### src/rtl/pprx_pkg.sv
package pprx_pkg;
   typedef enum logic [1:0] {
      RX_HUNT    = 2'd0,
      RX_PAUSE   = 2'd1,
      RX_CARRIER = 2'd2
   } rx_state_e;
endpackage

### src/rtl/pprx_sync.sv
module pprx_sync #(
   parameter int STAGES = 2
) (
   input  logic clk,
   input  logic rst_n,
   input  logic din,
   output logic dout
);
   initial assert (STAGES >= 1) else $error("pprx_sync: STAGES must be at least 1");

   generate
      if (STAGES == 1) begin : g_single
         logic q;
         always_ff @(posedge clk or negedge rst_n)
            if (!rst_n) q <= 1'b0;
            else        q <= din;
         assign dout = q;
      end else begin : g_chain
         logic [STAGES-1:0] sr;
         always_ff @(posedge clk or negedge rst_n)
            if (!rst_n) sr <= '0;
            else        sr <= {sr[STAGES-2:0], din};
         assign dout = sr[STAGES-1];
      end
   endgenerate
endmodule

### src/rtl/pprx_edge.sv
module pprx_edge (
   input  logic clk,
   input  logic rst_n,
   input  logic tick,
   input  logic level,
   output logic fall,
   output logic rise
);
   logic prev;

   always_ff @(posedge clk or negedge rst_n)
      if (!rst_n)    prev <= 1'b0;
      else if (tick) prev <= level;

   assign fall = tick &  prev & ~level;
   assign rise = tick & ~prev &  level;
endmodule

### src/rtl/pprx_pack.sv
module pprx_pack #(
   parameter int MAX_BITS = 23,
   parameter int LEN_W    = 5
) (
   input  logic                clk,
   input  logic                rst_n,
   input  logic                clr,
   input  logic                push,
   input  logic                bit_in,
   output logic [MAX_BITS-1:0] data,
   output logic [LEN_W-1:0]    len
);
   initial assert ((1 << LEN_W) > MAX_BITS + 1) else $error("pprx_pack: LEN_W too narrow");

   generate
      for (genvar i = 0; i < MAX_BITS; i++) begin : g_bit
         logic q;
         always_ff @(posedge clk or negedge rst_n)
            if (!rst_n)                          q <= 1'b0;
            else if (clr)                        q <= 1'b0;
            else if (push && len == LEN_W'(i))   q <= bit_in;
         assign data[i] = q;
      end
   endgenerate

   always_ff @(posedge clk or negedge rst_n)
      if (!rst_n)                                    len <= '0;
      else if (clr)                                  len <= '0;
      else if (push && len <= LEN_W'(MAX_BITS))      len <= len + LEN_W'(1);

   AST_LEN_SATURATES: assert property (@(posedge clk) disable iff (!rst_n)
      len <= LEN_W'(MAX_BITS + 1)) else $error("length counter overran");
endmodule

### src/rtl/pulse_pause_rx.sv
module pulse_pause_rx #(
   parameter int SYNC_STAGES  = 2,
   parameter int PAUSE_T      = 4,
   parameter int BIT0_T       = 13,
   parameter int BIT1_T       = 21,
   parameter int HUNT_PERIODS = 40,
   parameter int MIN_BITS     = 6,
   parameter int MAX_BITS     = 23,
   parameter int PIPE_COMP    = 2,
   parameter int TS_W         = 16
) (
   input  logic                clk,
   input  logic                rst_n,
   input  logic                tick,
   input  logic                env_in,
   input  logic                ks_bit,
   output logic                ks_advance,
   output logic                frame_valid,
   output logic [MAX_BITS-1:0] frame_data,
   output logic [4:0]          frame_len,
   output logic                frame_err,
   output logic [TS_W-1:0]     frame_end_ts
);
   import pprx_pkg::*;

   localparam int THRESH  = (BIT0_T + BIT1_T) / 2;
   localparam int LIMIT   = (BIT1_T * 3) / 2;
   localparam int HUNT_T  = BIT1_T;
   localparam int CNT_W   = $clog2(LIMIT + 2);
   localparam int PC_W    = $clog2(HUNT_T + 1);
   localparam int IDLE_W  = $clog2(HUNT_PERIODS + 1);
   localparam int LEN_W   = 5;
   localparam int END_OFS = PAUSE_T - PIPE_COMP;

   initial begin
      assert (BIT0_T > PAUSE_T && BIT1_T > BIT0_T) else $error("bit lengths out of order");
      assert (PIPE_COMP <= PAUSE_T) else $error("PIPE_COMP exceeds PAUSE_T");
      assert (MIN_BITS >= 1 && MIN_BITS <= MAX_BITS) else $error("bad frame length bounds");
      assert ((1 << LEN_W) > MAX_BITS + 1) else $error("MAX_BITS too large for frame_len");
      assert (HUNT_PERIODS >= 1) else $error("HUNT_PERIODS must be positive");
   end

   // ---------------- front end ----------------
   logic env_s, fall, rise;

   pprx_sync #(.STAGES(SYNC_STAGES)) u_sync (
      .clk(clk), .rst_n(rst_n), .din(env_in), .dout(env_s));

   pprx_edge u_edge (
      .clk(clk), .rst_n(rst_n), .tick(tick), .level(env_s), .fall(fall), .rise(rise));

   // ---------------- state ----------------
   rx_state_e          state;
   logic [CNT_W-1:0]   cnt;
   logic [PC_W-1:0]    pc;
   logic [IDLE_W-1:0]  idle;
   logic [TS_W-1:0]    ts, start_ts;
   logic [LEN_W-1:0]   len;

   logic [CNT_W-1:0] elapsed;
   logic in_frame, late, short_bit, good_bit, hunt_wrap, hunt_fail;
   logic viol, frame_done, bit_val, len_ok;

   always_comb begin
      elapsed   = cnt + CNT_W'(1);
      in_frame  = (state == RX_PAUSE) || (state == RX_CARRIER);
      late      = tick && in_frame && (elapsed > CNT_W'(LIMIT));
      short_bit = fall && (state == RX_CARRIER) && !late && (elapsed < CNT_W'(PAUSE_T));
      good_bit  = fall && (state == RX_CARRIER) && !late && (elapsed >= CNT_W'(PAUSE_T));
      hunt_wrap = tick && (state == RX_HUNT) && !fall && (pc == PC_W'(HUNT_T - 1));
      hunt_fail = hunt_wrap && (idle == IDLE_W'(HUNT_PERIODS - 1));
      viol      = late || short_bit;
      frame_done = viol || hunt_fail;
      bit_val   = elapsed > CNT_W'(THRESH);
      len_ok    = (len >= LEN_W'(MIN_BITS)) && (len <= LEN_W'(MAX_BITS));
   end

   pprx_pack #(.MAX_BITS(MAX_BITS), .LEN_W(LEN_W)) u_pack (
      .clk(clk), .rst_n(rst_n),
      .clr((fall && state == RX_HUNT) || hunt_fail),
      .push(good_bit), .bit_in(bit_val ^ ks_bit),
      .data(frame_data), .len(len));

   assign frame_len = len;

   always_ff @(posedge clk or negedge rst_n) begin
      if (!rst_n) begin
         state        <= RX_HUNT;
         cnt          <= '0;
         pc           <= '0;
         idle         <= '0;
         ts           <= '0;
         start_ts     <= '0;
         frame_valid  <= 1'b0;
         frame_err    <= 1'b0;
         frame_end_ts <= '0;
         ks_advance   <= 1'b0;
      end else begin
         frame_valid <= frame_done;
         ks_advance  <= hunt_wrap || good_bit;
         if (frame_done) begin
            frame_err    <= hunt_fail || !len_ok;
            frame_end_ts <= hunt_fail ? ts : start_ts + TS_W'(END_OFS);
         end
         if (tick) begin
            ts <= ts + TS_W'(1);
            unique case (state)
               RX_HUNT: begin
                  if (fall) begin
                     state    <= RX_PAUSE;
                     cnt      <= '0;
                     start_ts <= ts;
                  end else if (hunt_wrap) begin
                     pc   <= '0;
                     idle <= hunt_fail ? '0 : idle + IDLE_W'(1);
                  end else begin
                     pc <= pc + PC_W'(1);
                  end
               end
               RX_PAUSE: begin
                  if (late) begin
                     state <= RX_HUNT; cnt <= '0; pc <= '0; idle <= '0;
                  end else begin
                     if (rise) state <= RX_CARRIER;
                     cnt <= elapsed;
                  end
               end
               RX_CARRIER: begin
                  if (viol) begin
                     state <= RX_HUNT; cnt <= '0; pc <= '0; idle <= '0;
                  end else if (fall) begin
                     state    <= RX_PAUSE;
                     cnt      <= '0;
                     start_ts <= ts;
                  end else begin
                     cnt <= elapsed;
                  end
               end
               default: state <= RX_HUNT;
            endcase
         end
      end
   end

   // ---------------- assertions ----------------
   AST_VALID_PULSE: assert property (@(posedge clk) disable iff (!rst_n)
      frame_valid |=> !frame_valid) else $error("frame_valid longer than one clock");
   AST_ACCEPTED_LEN: assert property (@(posedge clk) disable iff (!rst_n)
      (frame_valid && !frame_err) |-> (frame_len >= 5'(MIN_BITS) && frame_len <= 5'(MAX_BITS)))
      else $error("accepted frame with illegal length");
   AST_EMPTY_IS_ERROR: assert property (@(posedge clk) disable iff (!rst_n)
      (frame_valid && frame_len == 5'd0) |-> frame_err) else $error("empty frame without error");
   AST_ADVANCE_AFTER_TICK: assert property (@(posedge clk) disable iff (!rst_n)
      ks_advance |-> $past(tick)) else $error("advance without tick");
   AST_TIMER_LIMIT: assert property (@(posedge clk) disable iff (!rst_n)
      (state != RX_HUNT) |-> (cnt <= CNT_W'(LIMIT))) else $error("bit timer past limit");
   AST_IDLE_BOUND: assert property (@(posedge clk) disable iff (!rst_n)
      idle < IDLE_W'(HUNT_PERIODS)) else $error("idle period count overran");
endmodule

### config.mk
export PLATFORM = sky130hd
export DESIGN_NAME = pulse_pause_rx
export DESIGN_NICKNAME = d
export VERILOG_FILES = /design/src/rtl/pprx_pkg.sv /design/src/rtl/pprx_sync.sv /design/src/rtl/pprx_edge.sv /design/src/rtl/pprx_pack.sv /design/src/rtl/pulse_pause_rx.sv
export SDC_FILE = /design/constraint.sdc
export NUM_CORES = 1
export LEC_CHECK = 0
export BUFFER_PORTS_ARGS = -buffer_cell sky130_fd_sc_hd__buf_2
export CORE_ASPECT_RATIO = 0.6
export CORE_MARGIN = 8
export CORE_UTILIZATION = 55
export DETAILED_ROUTE_END_ITERATION = 12
export GPL_TIMING_DRIVEN = 0
export PLACE_DENSITY = 0.75
export RECOVER_POWER = 50
export SYNTH_ARGS = -nofsm -noshare
export SYNTH_HDL_FRONTEND = slang
export SYNTH_SLANG_ARGS = --single-unit
### constraint.sdc
create_clock -name clk -period 2.7 [get_ports clk]
set_input_delay 0 -clock clk [delete_from_list [all_inputs] [get_ports clk]]
set_output_delay 0 -clock clk [all_outputs]
set_load 0.05 [all_outputs]
# Yosys cells after proc, flatten, opt, wreduce, memory -nomap -nowiden
# Index checks and enable logic that the tools add are counted.
# classes
n_addsub,6
magnitude_cmp,6
n_eq_ne,33
mux,73
bitwise_logic,7
n_reduce_logical,78
# ops
operator,n
two-way mux 6 bit,9
nonzero test 2 bit,25
two-way mux 16 bit,3
two-way mux 1 bit,46
equality test 5 x 4 -> 1 bit (second input constant),8
equality test 5 bit (second input constant),8
logical AND 1 bit,36
one-hot mux 6 bit (3 select lines),2
one-hot mux 16 bit (2 select lines),1
two-way mux 5 bit,6
equality test 5 x 3 -> 1 bit (second input constant),4
adder 16 x 1 -> 16 bit (second input constant),1
adder 16 x 2 -> 16 bit (second input constant),1
one-hot mux 5 bit (3 select lines),1
adder 6 x 1 -> 6 bit (second input constant),2
greater-than comparator 6 x 5 -> 1 bit (second input constant),2
inequality test 2 bit (second input constant),6
adder 5 x 1 -> 5 bit (second input constant),2
equality test 5 x 2 -> 1 bit (second input constant),2
two-way mux 2 bit,4
equality test 6 bit (second input constant),1
greater-or-equal comparator 6 x 3 -> 1 bit (second input constant),1
logical OR 1 bit,6
< comparator 6 x 3 -> 1 bit (second input constant),1
other kinds (18),25
# word_totals
reg_bits,101
inputBits,5
output_inout_bits,47

# Longest topological paths before layout
# depth
ltp_word,10
ltp_mapped,10
depth_no_buf,8

# By module
# Synthesis repeated with hierarchy kept, for this count alone.
# hier_totals
cells_unflattened,555
area_unflattened_um2,5599.1
# modules_own_cells
mod,instances,cells_each,area_each_um2,seq_area_each_um2
pulse_pause_rx,1,383,3804.9,1751.7
pprx_pack,1,166,1684.1,700.7
pprx_edge,1,4,60.1,25.0
pprx_sync,1,2,50.0,50.0

# Worst setup path before layout
# OpenSTA, ideal clock, no wires.
# synth_path
path_kind,reg2reg
from,reg cnt[0]
to,reg u_pack.g_bit[13].q
setup_ps,140
arrival_time_ps,2139
slack_ps,421
path_stages_with_launch,10
n_path_buf,2
synth_period_minus_slack_ps,2279
cell_sequence,dfrtp_1 > ha_1 > and2_1 > a21o_1 > a211oi_1 > buf_2 > nand2_1 > clkbuf_1 > o311ai_0 > o41ai_1
# synth_between
elab_chain_len,8
word_cells_on_any_way,13
cone_classes,add/sub: 1; order compare: 3; mux: 2; bitwise: 1; reduce/logical: 6
# synth_rtl
item,line,rtl
from (decl),pulse_pause_rx.sv:54,logic [CNT_W-1:0] cnt;
from (signal assigned),pulse_pause_rx.sv:125,cnt <= elapsed;
from (signal assigned),pulse_pause_rx.sv:136,cnt <= elapsed;
adder 6 x 1 -> 6 bit (*),pulse_pause_rx.sv:65,elapsed = cnt + CNT_W'(1);
greater-than comparator 6 x 5 -> 1 bit,pulse_pause_rx.sv:67,late = tick && in_frame && (elapsed > CNT_W'(LIMIT));
logical AND 1 bit,pulse_pause_rx.sv:67,
zero test 1 bit,pulse_pause_rx.sv:69,good_bit = fall && (state == RX_CARRIER) && !late && (elapsed >= CNT_W'(PAUSE_T));
logical AND 1 bit (2 in a row),pulse_pause_rx.sv:69,
logical AND 1 bit,pprx_pack.sv:21,else if (push && len == LEN_W'(i)) q <= bit_in;
nonzero test 2 bit (no line),-,
to (signal assigned),pprx_pack.sv:21,
to (decl),pprx_pack.sv:17,logic q;
# Mark *: on every way between the ends. The rest lies on a longest branch, timed or not. The select of a mux whose other input is x is not followed.
# A chain may end at the register's enable or synchronous reset.

# Worst setup path after layout
# layout_path
from,reg cnt[0]
to,reg idle[1]
# layout_between
elab_chain_len,9
word_cells_on_any_way,11
cone_classes,add/sub: 1; order compare: 2; eq/ne: 2; reduce/logical: 6
# layout_rtl
item,line,rtl
adder 6 x 1 -> 6 bit (*),pulse_pause_rx.sv:65,
greater-than comparator 6 x 5 -> 1 bit,pulse_pause_rx.sv:67,
logical AND 1 bit,pulse_pause_rx.sv:67,
zero test 1 bit,pulse_pause_rx.sv:68,short_bit = fall && (state == RX_CARRIER) && !late && (elapsed < CNT_W'(PAUSE_T));
logical AND 1 bit (2 in a row),pulse_pause_rx.sv:68,
logical OR 1 bit,pulse_pause_rx.sv:72,viol = late || short_bit;
inequality test 2 bit (no line),-,
AND reduction 6 bit (no line) (*),-,
to (signal assigned),pulse_pause_rx.sv:115,idle <= hunt_fail ? '0 : idle + IDLE_W'(1);
to (decl),pulse_pause_rx.sv:56,logic [IDLE_W-1:0] idle;
# Mark *: on every way between the ends. The rest lies on a longest branch, timed or not.

==> impl_metrics.ini <==
[outcome]
status = complete, no violations

[global_routing]
grt_pass1_vias = 4262
grt_use_total_pct = 18.9
grt_overflow_total = 0
grt_start_max_net_pins = 52
antenna_found_initial = 0
grt_pass1_wl_mm = 21.5

[synthesis]
synth_nets = 582
async_flop_share_pct = 100
netlist_area_sq_um = 5600
yosysSeqAreaShare_pct = 45.1
yosys_warnings = 0
synth_edf_count = 0
ys_dominant_reg_cell = dfrtp_1
syn_avg_cell_area_sq_um = 9.98
yosysUniqueCellTypes = 59
syn_inst = 561
synth-seq-cells = 101

[timing]
final_max_slew_viol_count = 0
hold_viol = 0
fin_ws_ns = 0.0602
setup_viol = 0
period_needed_ns = 2.64
fmax_mhz = 379
fin_crit_sh_pct = 97.8
tightest_slew_ns = 1.21
hold_ws_ns = 0.157
timing.slew.headroom_pct = 19.5
setup_tns_ns = 0
skew_ns = 0.00562
rsz0062_at_grt = yes

[power]
power.share.clock_pct = 26.7
p_leak_nw = 2.93
max-vdd-ir-drop_mv = 0.462
p_int_mw = 2.87
pwr_density_cell_nw_per_um2 = 710
sequentialPowerShare_pct = 44.1
power.switching_mw = 1.62
pwr-share-comb_pct = 29.2
switching_share_pct = 36.1
fin_total_pwr_mw = 4.49

[routing]
via_count = 4477
dr.first_iter.drc_count = 448
detail-route-antenna-nets = 0
vias_per_cell = 5.86
first_pass_iters = 5
drc = 0
finalWirelength_mm = 12.9
wl_per_cell_um = 16.8

[run]
cap_violations = 0

[layout]
drive_above_1_share_pct = 18.0
fin_nets = 646
synthToLayoutAreaGrowth_pct = 12.9
antenna_cells = 0

[clock_network]
htreeDepth = 3
cts_tree = done
worstSkewPairLatency_ns = 0.34
cts_root_buffer = clkbuf_16
numClockSinks = 101
cts_buffers = 9
clockBufferDepth = 2
clkTransAtPathRegs_ns = 0.06

[floorplanning]
start_util_pct = 56.7
core_area_sq_um = 9880
core.rowCount = 28
die_h_um = 94.1
dieArea_sq_um = 13800
io_pins = 52
die_w_um = 146

[worst_setup_path]
cp_max_fo = 7
reg2reg_depth = 7
r2r_slack_ns = 0.06
cp-end-kind = register
r2r_end = idle[1]
crit_type = reg2reg
cp.arrival_ns = 2.86
cp.required_ns = 2.92
r2r-start = cnt[0]
start_kind = register

[min_path]
hp-start = tick
hold_path_depth = 3
min_to = ts[0]
hold_path_class = in2reg

[placement]
dp_slack_ns = 0.0376
gp_congestion = 0.867
numPortBuffers = 51
dp_hpwl_mm = 9.39
[cells in the mapped netlist, drive strengths merged, types with 4 or more instances]
master | instances | area share [%]
nor2b | 7 | 0.78
a21oi | 18 | 1.6
a41o | 6 | 1.1
nand4 | 5 | 0.56
o21ai | 46 | 4.3
nand2 | 57 | 3.8
buf | 32 | 4.4
o211ai | 15 | 2.0
nor3 | 5 | 0.45
xor2 | 10 | 1.6
nand3 | 34 | 3.1
nand2b | 8 | 0.89
inv | 16 | 1.1
nor4 | 4 | 0.56
xnor2 | 20 | 3.1
and2 | 5 | 0.56
o31ai | 10 | 1.3
mux2i | 19 | 3.4
ha | 16 | 3.6
nor2 | 27 | 1.8
a21o | 5 | 0.67
o41ai | 5 | 0.78
dfrtp | 101 | 45
clkbuf | 17 | 1.1
mux2 | 21 | 4.9
and3 | 14 | 1.7
[what timing repair did]
| item | CTS | global route |
|---|---|---|
| hold endpoints to repair | 51 | 0 |
| gates resized for setup | 0 | 15 |
| setup endpoints to repair | 0 | 31 |
| setup buffers | 0 | 0 |
| hold buffers | 2 | 0 |
[metrics by stage]
step,instances,util [%],cell area [sq um]
floorplan,561,-,5600
global placement,747,61.0,6020
detailed placement,748,61.3,6050
CTS,765,64.2,6340
global route,764,64.0,6320
finish,764,64.0,6320
[power groups by stage]
stage,logic (mW),registers [mW],clock network (mW)
global placement,1.23,1.98,0
detailed placement,1.29,2.00,0
global route,1.44,2.02,1.26
floorplan,0.848,2.08,0
finish,1.31,1.98,1.20
CTS,1.30,1.97,1.22
[kinds of logic (layout without fill, tap and decap cells)]
logic type               count (synthesis)  count (layout)  share of synthesized area, %
buffers and inverters                   65             133                          6.64
multiplexers                            40              40                          8.29
flip-flops                             101             101                          45.1
AO/OA/AOI/OAI                          126             126                          15.0
AND/OR/NAND/NOR                        183             183                          16.7
XOR/XNOR                                30              30                          4.69
adder cells (fa/ha/maj)                 16              16                          3.58
[worst max-delay path by stage]
stage	startpoint	to	cells after the start
floorplan	cnt[0]	u_pack.g_bit[13].q	9
global route	cnt[0]	u_pack.g_bit[14].q	9
global placement	cnt[0]	u_pack.g_bit[13].q	9
detailed placement	cnt[0]	u_pack.g_bit[14].q	9
finish	cnt[0]	idle[1]	7
CTS	cnt[0]	u_pack.g_bit[13].q	9
[critical path, cell delays in order, from the launching register on]
cell	delay (ns)
dfrtp_1	0.45
ha_1	0.31
nand3_1	0.18
nor4_1	0.31
a31oi_1	0.14
a31oi_2	0.45
o21ba_2	0.31
mux2_2	0.36
[placed cells by master, fill, tap and decap left out, types with 10 or more instances in the layout]
cell type  synthesis  layout
o211ai_1          15      15
buf_4             24      24
dfrtp_1          101     101
and3_1            13      13
ha_1              16      16
xnor2_1           20      20
mux2_4            10      10
nor2_1            27      27
clkbuf_1          17      38
a21oi_1           18      18
nand2_1           57      57
buf_2              5      32
o31ai_1           10      10
inv_1             16      16
mux2i_1           19      19
o21ai_0           43      43
mux2_2            11      11
xor2_1            10      10
nand3_1           33      33
[final cells by class]
class / instances / area, sq um
Fill cell: 841 / 3560
Multi-Input combinational cell: 395 / 2730
Sequential cell: 101 / 2530
Buffer: 48 / 314
Timing Repair Buffer: 54 / 251
Clock buffer: 12 / 246
Tap cell: 135 / 169
Inverter: 16 / 60.1
Clock inverter: 3 / 21.3
[sequential cells by signal (all words and copies together) (netlist names)]
name	count
ks_advance	1
ts	16
frame_err	1
cnt	6
frame_end_ts	16
state	2
start_ts	16
idle	6
u_edge.prev	1
u_pack.g_bit.q	23
pc	5
u_sync.g_chain.sr	2
u_pack.len	5
frame_valid	1
[metal layers]
| metal | track usage, % | wire, um |
|---|---|---|
| met2 | 28.9 | 5520 |
| met4 | 4.01 | 128 |
| met1 | 26.8 | 6400 |
| met5 | 0 | 0 |
| met3 | 4.62 | 819 |
No activity file was read; power rests on OpenSTA's default activity.
